===== src/rtl/sba_pkg.sv =====
package sba_pkg;

  typedef enum logic [2:0] {
    OP_NOP     = 3'd0,
    OP_ALLOC   = 3'd1,
    OP_RESET   = 3'd2,
    OP_RELEASE = 3'd3,
    OP_ENQ     = 3'd4,
    OP_TXQ_RST = 3'd5
  } sba_op_e;

  typedef enum logic [1:0] {
    SRC_HOST = 2'd0,
    SRC_RX   = 2'd1,
    SRC_TXC  = 2'd2
  } sba_src_e;

endpackage


===== src/rtl/sba_page_pick.sv =====
// Chooses the lowest-numbered free pages, as many as requested.
module sba_page_pick #(
  parameter int N  = 32,
  parameter int NW = 15
) (
  input  logic [N-1:0]  free_map,
  input  logic [NW-1:0] need,
  output logic [N-1:0]  sel,
  output logic          enough
);

  logic [NW-1:0] taken;

  always_comb begin
    logic [NW-1:0] run;
    run = '0;
    sel = '0;
    for (int i = 0; i < N; i++) begin
      if (free_map[i] && (run < need)) begin
        sel[i] = 1'b1;
        run    = run + 1'b1;
      end
    end
    taken = run;
  end

  assign enough = (taken == need);

endmodule


===== src/rtl/sba_queue.sv =====
// Circular queue of packet numbers with synchronous clear.
module sba_queue #(
  parameter int DEPTH = 32,
  parameter int W     = 5,
  localparam int AW   = $clog2(DEPTH),
  localparam int CNTW = AW + 1
) (
  input  logic            clk,
  input  logic            rst_n,
  input  logic            clear,
  input  logic            push,
  input  logic [W-1:0]    din,
  input  logic            pop,
  output logic [W-1:0]    head,
  output logic            empty,
  output logic            full,
  output logic [CNTW-1:0] count
);

  logic [W-1:0]  mem [DEPTH];
  logic [AW-1:0] rd_ptr, wr_ptr;

  function automatic logic [AW-1:0] bump(input logic [AW-1:0] p);
    return (p == AW'(DEPTH - 1)) ? '0 : p + 1'b1;
  endfunction

  always_ff @(posedge clk) begin
    if (!rst_n || clear) begin
      rd_ptr <= '0;
      wr_ptr <= '0;
      count  <= '0;
    end else begin
      if (push) begin
        mem[wr_ptr] <= din;
        wr_ptr      <= bump(wr_ptr);
      end
      if (pop) rd_ptr <= bump(rd_ptr);
      if (push && !pop)      count <= count + 1'b1;
      else if (pop && !push) count <= count - 1'b1;
    end
  end

  assign head  = mem[rd_ptr];
  assign empty = (count == '0);
  assign full  = (count == CNTW'(DEPTH));

  assert_no_overflow_R6: assert property (@(posedge clk) disable iff (!rst_n)
    (push && !pop && !clear) |-> !full);

  assert_no_underflow_R7: assert property (@(posedge clk) disable iff (!rst_n)
    (pop && !clear) |-> !empty);

endmodule


===== src/rtl/sba_arbiter.sv =====
// Fixed-priority choice among host, receive and completion requests.
module sba_arbiter (
  input  logic busy,
  input  logic cmd_valid,
  input  logic rx_valid,
  input  logic txc_valid,
  output logic cmd_ready,
  output logic rx_ready,
  output logic txc_ready,
  output logic take_host,
  output logic take_rx,
  output logic take_txc
);

  assign cmd_ready = !busy;
  assign rx_ready  = !busy && !cmd_valid;
  assign txc_ready = !busy && !cmd_valid && !rx_valid;

  assign take_host = cmd_valid && cmd_ready;
  assign take_rx   = rx_valid  && rx_ready;
  assign take_txc  = txc_valid && txc_ready;

endmodule


===== src/rtl/shared_buf_alloc.sv =====
module shared_buf_alloc
  import sba_pkg::*;
#(
  parameter int NUM_PAGES  = 32,
  parameter int PAGE_BYTES = 256,
  localparam int PGW = $clog2(NUM_PAGES),
  localparam int CW  = PGW + 1,
  localparam int BW  = $clog2(NUM_PAGES * PAGE_BYTES) + 1
) (
  input  logic           clk,
  input  logic           rst_n,
  input  logic           cmd_valid,
  output logic           cmd_ready,
  input  logic [2:0]     cmd_op,
  input  logic [BW-1:0]  cmd_bytes,
  input  logic [PGW-1:0] cmd_pkt,
  output logic           resp_done,
  output logic           resp_fail,
  output logic [PGW-1:0] resp_pkt,
  input  logic           rx_valid,
  output logic           rx_ready,
  input  logic [BW-1:0]  rx_bytes,
  output logic           rx_done,
  output logic           rx_fail,
  output logic [PGW-1:0] rx_pkt,
  input  logic [CW-1:0]  rx_reserve,
  input  logic           auto_release,
  input  logic           txc_valid,
  output logic           txc_ready,
  output logic           tx_head_valid,
  output logic [PGW-1:0] tx_head_pkt,
  output logic           done_head_valid,
  output logic [PGW-1:0] done_head_pkt,
  output logic [CW-1:0]  free_pages
);

  localparam int PSH = $clog2(PAGE_BYTES);
  localparam int NW  = BW + 1;

  // Engine state
  logic           busy;
  sba_src_e       lat_src;
  logic [2:0]     lat_op;
  logic [BW-1:0]  lat_bytes;
  logic [PGW-1:0] lat_pkt;

  // Page and packet bookkeeping
  logic [NUM_PAGES-1:0] free_map;
  logic [NUM_PAGES-1:0] pkt_live;
  logic [NUM_PAGES-1:0] pkt_mask [NUM_PAGES];

  logic take_host, take_rx, take_txc;

  sba_arbiter u_arb (
    .busy      (busy),
    .cmd_valid (cmd_valid),
    .rx_valid  (rx_valid),
    .txc_valid (txc_valid),
    .cmd_ready (cmd_ready),
    .rx_ready  (rx_ready),
    .txc_ready (txc_ready),
    .take_host (take_host),
    .take_rx   (take_rx),
    .take_txc  (take_txc)
  );

  // Size of the latched request in pages
  logic [NW-1:0] need_wide;
  logic          size_ok;
  assign need_wide = ({1'b0, lat_bytes} + NW'(PAGE_BYTES - 1)) >> PSH;
  assign size_ok   = (lat_bytes != '0) && (need_wide <= NW'(NUM_PAGES));

  logic [NUM_PAGES-1:0] sel;
  logic                 enough;

  sba_page_pick #(.N(NUM_PAGES), .NW(NW)) u_pick (
    .free_map (free_map),
    .need     (need_wide),
    .sel      (sel),
    .enough   (enough)
  );

  logic [CW-1:0] free_cnt;
  assign free_cnt   = CW'($countones(free_map));
  assign free_pages = free_cnt;

  // Lowest unused packet number
  logic [PGW-1:0] slot;
  always_comb begin
    slot = '0;
    for (int i = NUM_PAGES - 1; i >= 0; i--) begin
      if (!pkt_live[i]) slot = PGW'(i);
    end
  end

  // Queues
  logic           txq_push, txq_pop, txq_clear, txq_empty, txq_full;
  logic           dq_push, dq_pop, dq_empty, dq_full;
  logic [PGW-1:0] txq_head, dq_head;
  logic [CW-1:0]  txq_count, dq_count;

  // Decode of the request being executed
  logic is_host, is_alloc, alloc_ok, rx_room;
  logic do_rel, rel_ok, do_enq, enq_ok, do_txc, txc_has, do_rst, do_txq_rst;
  logic auto_free;

  assign is_host    = busy && (lat_src == SRC_HOST);
  assign is_alloc   = (is_host && (lat_op == OP_ALLOC)) || (busy && (lat_src == SRC_RX));
  assign rx_room    = (NW+1)'(free_cnt) >= (NW+1)'(need_wide) + (NW+1)'(rx_reserve);
  assign alloc_ok   = size_ok && enough && ((lat_src != SRC_RX) || rx_room);
  assign do_rel     = is_host && (lat_op == OP_RELEASE);
  assign rel_ok     = pkt_live[lat_pkt];
  assign do_enq     = is_host && (lat_op == OP_ENQ);
  assign enq_ok     = pkt_live[lat_pkt] &&
                      ((CW+1)'(txq_count) + (CW+1)'(dq_count) < (CW+1)'(NUM_PAGES));
  assign do_txc     = busy && (lat_src == SRC_TXC);
  assign txc_has    = !txq_empty;
  assign do_rst     = is_host && (lat_op == OP_RESET);
  assign do_txq_rst = is_host && (lat_op == OP_TXQ_RST);
  assign auto_free  = do_txc && txc_has && auto_release && pkt_live[txq_head];

  assign txq_clear = do_rst || do_txq_rst;
  assign txq_push  = do_enq && enq_ok;
  assign txq_pop   = do_txc && txc_has;
  assign dq_push   = do_txc && txc_has && !auto_release;
  assign dq_pop    = do_rel && rel_ok && !dq_empty && (dq_head == lat_pkt);

  sba_queue #(.DEPTH(NUM_PAGES), .W(PGW)) u_txq (
    .clk   (clk),
    .rst_n (rst_n),
    .clear (txq_clear),
    .push  (txq_push),
    .din   (lat_pkt),
    .pop   (txq_pop),
    .head  (txq_head),
    .empty (txq_empty),
    .full  (txq_full),
    .count (txq_count)
  );

  sba_queue #(.DEPTH(NUM_PAGES), .W(PGW)) u_dq (
    .clk   (clk),
    .rst_n (rst_n),
    .clear (txq_clear),
    .push  (dq_push),
    .din   (txq_head),
    .pop   (dq_pop),
    .head  (dq_head),
    .empty (dq_empty),
    .full  (dq_full),
    .count (dq_count)
  );

  assign tx_head_valid   = !txq_empty;
  assign tx_head_pkt     = txq_head;
  assign done_head_valid = !dq_empty;
  assign done_head_pkt   = dq_head;

  // Accept, then execute on the following edge
  always_ff @(posedge clk) begin
    if (!rst_n) begin
      busy      <= 1'b0;
      lat_src   <= SRC_HOST;
      lat_op    <= OP_NOP;
      lat_bytes <= '0;
      lat_pkt   <= '0;
      resp_done <= 1'b0;
      resp_fail <= 1'b0;
      resp_pkt  <= '0;
      rx_done   <= 1'b0;
      rx_fail   <= 1'b0;
      rx_pkt    <= '0;
      free_map  <= '1;
      pkt_live  <= '0;
      for (int i = 0; i < NUM_PAGES; i++) pkt_mask[i] <= '0;
    end else begin
      resp_done <= 1'b0;
      rx_done   <= 1'b0;
      if (!busy) begin
        busy <= take_host || take_rx || take_txc;
        if (take_host) begin
          lat_src   <= SRC_HOST;
          lat_op    <= cmd_op;
          lat_bytes <= cmd_bytes;
          lat_pkt   <= cmd_pkt;
        end else if (take_rx) begin
          lat_src   <= SRC_RX;
          lat_op    <= OP_ALLOC;
          lat_bytes <= rx_bytes;
        end else if (take_txc) begin
          lat_src   <= SRC_TXC;
        end
      end else begin
        busy <= 1'b0;
        if (is_alloc && alloc_ok) begin
          free_map       <= free_map & ~sel;
          pkt_live[slot] <= 1'b1;
          pkt_mask[slot] <= sel;
        end
        if (do_rel && rel_ok) begin
          free_map          <= free_map | pkt_mask[lat_pkt];
          pkt_live[lat_pkt] <= 1'b0;
          pkt_mask[lat_pkt] <= '0;
        end
        if (auto_free) begin
          free_map           <= free_map | pkt_mask[txq_head];
          pkt_live[txq_head] <= 1'b0;
          pkt_mask[txq_head] <= '0;
        end
        if (do_rst) begin
          free_map <= '1;
          pkt_live <= '0;
          for (int i = 0; i < NUM_PAGES; i++) pkt_mask[i] <= '0;
        end
        if (lat_src == SRC_HOST) begin
          resp_done <= 1'b1;
          resp_pkt  <= (is_alloc && alloc_ok) ? slot : '0;
          case (lat_op)
            OP_ALLOC:   resp_fail <= !alloc_ok;
            OP_RELEASE: resp_fail <= !rel_ok;
            OP_ENQ:     resp_fail <= !enq_ok;
            default:    resp_fail <= 1'b0;
          endcase
        end else if (lat_src == SRC_RX) begin
          rx_done <= 1'b1;
          rx_fail <= !alloc_ok;
          rx_pkt  <= alloc_ok ? slot : '0;
        end
      end
    end
  end

  // Checks beside the engine
  assert_done_single_R2: assert property (@(posedge clk) disable iff (!rst_n)
    resp_done |=> !resp_done);

  assert_accept_blocks_R2: assert property (@(posedge clk) disable iff (!rst_n)
    (cmd_valid && cmd_ready) |=> (!cmd_ready && !rx_ready && !txc_ready));

  assert_fail_no_pages_R3: assert property (@(posedge clk) disable iff (!rst_n)
    ((resp_done && resp_fail) || (rx_done && rx_fail)) |-> (free_pages == $past(free_pages)));

  assert_reserve_kept_R4: assert property (@(posedge clk) disable iff (!rst_n)
    (rx_done && !rx_fail) |-> (free_pages >= $past(rx_reserve)));

  assert_alloc_from_free_R11: assert property (@(posedge clk) disable iff (!rst_n)
    (is_alloc && alloc_ok) |-> (((sel & ~free_map) == '0) && ($countones(sel) == int'(need_wide))));

  assert_reset_frees_R8: assert property (@(posedge clk) disable iff (!rst_n)
    do_rst |=> (free_pages == CW'(NUM_PAGES)));

  assert_queues_cleared_R9: assert property (@(posedge clk) disable iff (!rst_n)
    txq_clear |=> (!tx_head_valid && !done_head_valid));

endmodule


===== config.mk =====
export PLATFORM = sky130hd
export DESIGN_NAME = shared_buf_alloc
export DESIGN_NICKNAME = d
export VERILOG_FILES = /design/src/rtl/sba_pkg.sv /design/src/rtl/sba_page_pick.sv /design/src/rtl/sba_queue.sv /design/src/rtl/sba_arbiter.sv /design/src/rtl/shared_buf_alloc.sv
export SDC_FILE = /design/constraint.sdc
export NUM_CORES = 2
export LEC_CHECK = 0
export ABC_AREA = 1
export BUFFER_PORTS_ARGS = -buffer_cell sky130_fd_sc_hd__buf_2
export CAP_MARGIN = 20
export CORE_ASPECT_RATIO = 1.2
export CORE_MARGIN = 1.5
export CORE_UTILIZATION = 30
export CTS_BUF_LIST = sky130_fd_sc_hd__clkbuf_2 sky130_fd_sc_hd__clkbuf_4 sky130_fd_sc_hd__clkbuf_8
export DETAILED_ROUTE_END_ITERATION = 10
export SLEW_MARGIN = 25
export SYNTH_ARGS = -nofsm -noshare
export SYNTH_HDL_FRONTEND = slang
export SYNTH_SLANG_ARGS = --single-unit

===== constraint.sdc =====
create_clock -name clk -period 58.4 [get_ports clk]
set_clock_uncertainty 0.2 [all_clocks]
set_input_delay 8.76 -clock clk [delete_from_list [all_inputs] [get_ports clk]]
set_output_delay 8.76 -clock clk [all_outputs]
set_load 0.05 [all_outputs]

## Word-level counts from Yosys, hierarchy flattened

Memories as Yosys holds them, arrays and structs flattened. A register that Yosys moved wholly into a read port is not among the register bits.
Index checks and enable logic that the tools add are counted.

- Logic and storage cells: 508
- Memories: 3
- Flip-flop bits (word level): 135
- Memory bits (writable): 1344
- Input bits: 48

- Reduce and logical (&&, ||, !) cells: 106
- Magnitude comparators: 41
- Add/sub/neg operators: 73
- Multiplexer cells: 208
- Eq/ne operators: 14
- Bitwise logic cells: 44

Memory list:

| memory | words | width | read ports | clocked after memory_dff | write ports | RTL line | source |
|---|---|---|---|---|---|---|---|
| pkt_mask | 32 | 32 | 2 | 1 | 32 | shared_buf_alloc.sv:50 | `logic [NUM_PAGES-1:0] pkt_mask [NUM_PAGES];` |
| u_dq.mem | 32 | 5 | 1 | 1 | 1 | sba_queue.sv:20 | `logic [W-1:0] mem [DEPTH];` |
| u_txq.mem | 32 | 5 | 1 | 1 | 1 | sba_queue.sv:20 |  |

Operators by type and width:

| operator | count |
|---|---|
| two-way mux 32 bit | 47 |
| two-way mux 15 bit | 31 |
| adder 15 x 1 -> 15 bit, second input constant | 30 |
| less-than comparator 15 x 7 -> 1 bit | 30 |
| two-way mux 5 bit | 47 |
| bitwise AND 32 bit | 3 |
| NOT 32 bit | 3 |
| OR 32 bit | 3 |
| OR reduction 32 bit | 3 |
| two-way mux 1 bit | 66 |
| logical AND 1 bit | 65 |
| adder 1 x 1 -> 2 bit | 16 |
| OR 1 bit | 32 |
| two-way mux 14 bit | 2 |
| adder 2 x 2 -> 3 bit | 8 |
| two-way mux 6 bit | 4 |
| adder 5 x 1 -> 5 bit, second input constant | 4 |
| equality test 5 bit, second input constant | 4 |
| less-than comparator 5 x 6 -> 1 bit, second input constant | 3 |
| adder 3 x 3 -> 4 bit | 4 |
| adder 14 x 8 -> 15 bit, second input constant | 1 |
| demux 1 bit (select 5 bit) | 3 |
| equality test 15 x 7 -> 1 bit | 1 |
| >= comparator 5 x 1 -> 1 bit, second input constant | 3 |
| 36 further kinds | 73 |

## Logic depth before layout (Yosys ltp)

- Depth after elaboration: 111
- Gate-level depth with buffers: 353
- Gate-level depth less buffers: 349

## By module

A second synthesis with hierarchy kept.

- Cells, all modules: 9940
- Area, all modules: 88489.9 µm²

Modules (own cells, without submodules):

| module | times used | area an instance (µm²) | cells each | sequential area each (µm²) |
|---|---|---|---|---|
| shared_buf_alloc | 1 | 60058.9 | 6363 | 32911.6 |
| sba_page_pick | 1 | 12858.6 | 2117 | 0.0 |
| sba_queue at u_dq | 1 | 7763.7 | 725 | 5225.0 |
| sba_queue at u_txq | 1 | 7762.4 | 725 | 5225.0 |
| sba_arbiter | 1 | 46.3 | 10 | 0.0 |

## Worst setup path before layout

Ideal clock, no wire load.

- Kind: flip-flop to flip-flop
- From: reg lat_bytes[0]
- To: mem pkt_mask[10][0] (enable)
- Setup slack: 16.205 ns
- Data arrival time: 41.606 ns
- Cell stages (with the launch flop): 283
- Library setup time: 0.389 ns
- Cells stage by stage: dfxtp_1 > nor2_1 > nand2_1 > inv_1 > nand2_1 > nand2_1 > nand2_1 > nand2_1 > inv_1 > nor2_1 > inv_1 > nor3_1 > a31oi_1 > nand2_1 > inv_1 > ha_1 > ha_1 > nand2_1 > [... 247 more ...] > ha_1 > nand2_1 > inv_1 > nor3_1 > inv_1 > nor3_4 > nand3_4 > nand2_1 > nand3_1 > nand2_2 > nand2_1 > nor2_2 > nand4_2 > nand2_4 > buf_12 > nand3_4 > buf_6 > nand2_1

RTL lines:

| element | RTL line | source |
|---|---|---|
| from (decl) | shared_buf_alloc.sv:44 | `logic [BW-1:0] lat_bytes;` |
| from (signal assigned) | shared_buf_alloc.sv:184 | `lat_bytes <= cmd_bytes;` |
| from (signal assigned) | shared_buf_alloc.sv:189 | `lat_bytes <= rx_bytes;` |
| to (decl) | shared_buf_alloc.sv:50 |  |

==> impl_metrics.ini <==
[clock_network]
cts.root.buffer_cell = clkbuf_8
cts_buffers = 234
cts_tree = yes
path_clk_slew_ns = 0.06
cts.htree.levels = 4
clk_latency_ns = 1.04
cts_resized = 0
hold_buffers = 0
cts.sinks = 1494
cts_setup_buffers = 0
clk_path_buf_depth = 4

[logic_synthesis]
synth_edf_count = 1344
ys.flop_type = edfxtp_1
synth_warnings = 0
seq_area_frac_synth = 0.499
synth_area_leaders = edfxtp_1 (46%), nor2_1 (6.3%), o21ai_0 (5.2%)
synth_top_area_share = 0.465
ys_ff_latch = 1494
syn_area_mm2 = 0.0869
syn_avg_cell_area_um2 = 9.33
ys_types = 89
synth_cells = 9313
yosys.area.top_type = edfxtp_1
synthArstFlopShare = 0

[floorplanning]
fp.dieW_um = 494
io_pins = 83
die_h_um = 593
start_util = 0.301
die_area_mm2 = 0.293
rows = 216
coreArea_mm2 = 0.288

[worst_setup_path]
worstPathArrival_ns = 50.35
cpMostUsedCell = nand2_1
slowest_stage = nand2_2
ff2ff_path_depth = 275
cp_max_fo = 33
critical_path_required_ns = 58.75
path_class = flip-flop to flip-flop
crit_path_end_kind = flip-flop
startpoint_type = flip-flop
cp_slowest_stage_delay_ns = 1.12

[status]
status = complete, but fails checks
violations = design-rule violations

[min_path]
min_path_cells = 2
hold_path.class = flip-flop to flip-flop

[routing]
vias = 74300
drt-total-wl_um = 330000
wl_per_cell_um = 25.1
ant_nets = 0
drc_errors = 2
drt_iter0_markers = 9591
drt_first_pass_iters = 11
viasPerCell = 5.66

[timing]
relSlewSlack = 0.223
fmax_ghz = 0.0200
period_share = 0.856
finalCriticalPeriod_ns = 50.00
tightest_slew_ns = 1.15
final_max_slew_viol_count = 0
fin_ws_ns = 8.40
grt_setup_unrepaired = no
hold_viol_final = 0
setup_viol = 0
finalSetupTns_ns = 0

[final_layout]
nets = 9445
drive_gt1_frac = 0.158
area_delta_synth_final_pct = 9.17
final_util = 0.329

[global_routing]
gr-total-overflow = 0
track_usage = 0.216
grt_max_degree = 153
grt_pass1_vias = 69900
antenna_found_initial = 7
grt_pass1_wl_um = 476000

[place]
numPortBuffers = 82
post-place-ws_ns = 8.87
gp_congestion = 0.967
place_hpwl_um = 208000

[flow_run]
cap_violations = 0
-- registers in the layout, summed over array words and instances, names as in the netlist, 5 cells and up, named ones only --
signal / cells
u_dq.rd_ptr: 5
u_dq.count: 6
lat_bytes: 14
u_txq.rd_ptr: 5
u_txq.wr_ptr: 5
pkt_mask: 1024
u_dq.wr_ptr: 5
u_txq.mem: 160
pkt_live: 32
u_dq.mem: 160
u_txq.count: 6
lat_pkt: 5
resp_pkt: 5
rx_pkt: 5
free_map: 32
-- logic make-up (layout without fill, tap and decap cells) --
| kind of cell | Yosys count | after routing | synth area share |
|---|---|---|---|
| buffers and inverters | 1255 | 1243 | 0.0681 |
| AND/OR/NAND/NOR | 3676 | 3676 | 0.197 |
| XOR/XNOR | 130 | 130 | 0.0153 |
| other | 1 | 14 | 0.0000432 |
| adder cells (fa/ha/maj) | 271 | 271 | 0.0414 |
| AO/OA/AOI/OAI | 2485 | 2485 | 0.179 |
| flip-flops | 1494 | 1494 | 0.499 |
| multiplexers | 1 | 1 | 0.000158 |
-- cell type report --
type,instances,area [um2]
antenna,4,10.0
clock buffer,312,3860
clock inverter,108,831
fill,29500,194000
inverter,568,2160
multi-input combinational,6573,38000
sequential,1494,43400
tap,3815,4770
timing repair buffer,255,1800
-- layout by cell type (no fill, tap or decap), types with 13 or more instances in the layout --
master,netlist,final
inv_2,60,64
clkinv_2,2,28
o21a_1,16,16
clkbuf_4,1,70
o211ai_1,138,138
xor2_2,18,18
ha_1,244,244
nand2_4,8,20
fa_1,27,27
a22oi_1,398,398
nor3_2,10,14
a31oi_1,43,43
a221oi_1,36,36
nand3_1,375,373
nor3_1,98,94
buf_2,13,82
nand2_1,917,869
nor2_1,1464,1458
o221ai_1,206,206
a21oi_1,412,411
edfxtp_1,1344,1344
nand2_2,56,92
o21ai_1,80,79
inv_1,488,483
xnor2_1,18,18
o311ai_0,27,27
o21ai_0,902,899
clkinv_1,14,73
o22ai_1,101,101
xor2_1,88,88
nand3_2,13,15
bufinv_16,0,13
nand3_4,44,44
o21ai_2,15,15
clkbuf_8,1,242
buf_4,14,166
nor2_2,489,490
nor4_1,37,31
nand4_1,118,118
dfxtp_1,150,143
-- routing by layer --
metal / wire length, um / share of wire / global-route usage
met5: 38 / 0.00012 / 0.00130
met4: 29000 / 0.088 / 0.170
met3: 31200 / 0.095 / 0.0377
met2: 151000 / 0.46 / 0.347
met1: 119000 / 0.36 / 0.256
-- metrics by stage --
stage	area [um2]	hold slack, ns	cells
2_1_floorplan	86900	0.253	9322
3_3_place_gp	90000	0.252	12700
3_5_place_dp	90100	0.255	12700
4_1_cts	94800	0.265	13100
5_1_grt	94800	0.280	13100
6_report	94800	0.263	13100
-- worst max-delay path: cells and delay by family (launching register included) --
family / cells / cell delay, ns
buf+inv: 43 / 5.28
fa+ha+maj: 31 / 9.06
simple gates: 125 / 19.48
flops: 1 / 0.31
xor+xnor: 20 / 6.02
compound gates: 56 / 8.98
-- worst paths after layout --
| kind | to | startpoint | slack (ns) |
|---|---|---|---|
| worst max register to register | pkt_mask[29][22]$_SDFFCE_PN0P_ | lat_bytes[0]$_SDFFE_PN0P_ | 8.40 |
| worst min-delay path | rx_pkt[1]$_SDFFE_PN0P_ | rx_pkt[1]$_SDFFE_PN0P_ | 0.26 |
| worst min register to register | rx_pkt[1]$_SDFFE_PN0P_ | rx_pkt[1]$_SDFFE_PN0P_ | 0.26 |
| worst max-delay path | pkt_mask[29][22]$_SDFFCE_PN0P_ | lat_bytes[0]$_SDFFE_PN0P_ | 8.40 |
-- cell usage after synthesis, types with 14 or more instances --
master,number
clkbuf_1,453
a221oi_1,36
nor2_2,489
buf_4,14
buf_6,55
a21oi_1,412
xor2_1,88
nor4_1,37
inv_1,488
nor2_1,1464
fa_1,27
clkinv_1,14
nand3_1,375
o221ai_1,206
nor3_1,98
buf_8,25
nand2_2,56
nand3_4,44
o311ai_0,27
dfxtp_1,150
xnor2_1,18
dlygate4sd1_1,42
xor2_2,18
a31oi_1,43
o21ai_0,902
dlygate4sd3_1,24
a22oi_1,398
nand2_1,917
o211ai_1,138
o21a_1,16
ha_1,244
o21ai_1,80
nand4_1,118
edfxtp_1,1344
o22ai_1,101
inv_2,60
buf_1,56
o21ai_2,15
Power is left out: the tool's default activity adds up to more than one toggle a clock period on the data nets, which glitch-free logic cannot reach.
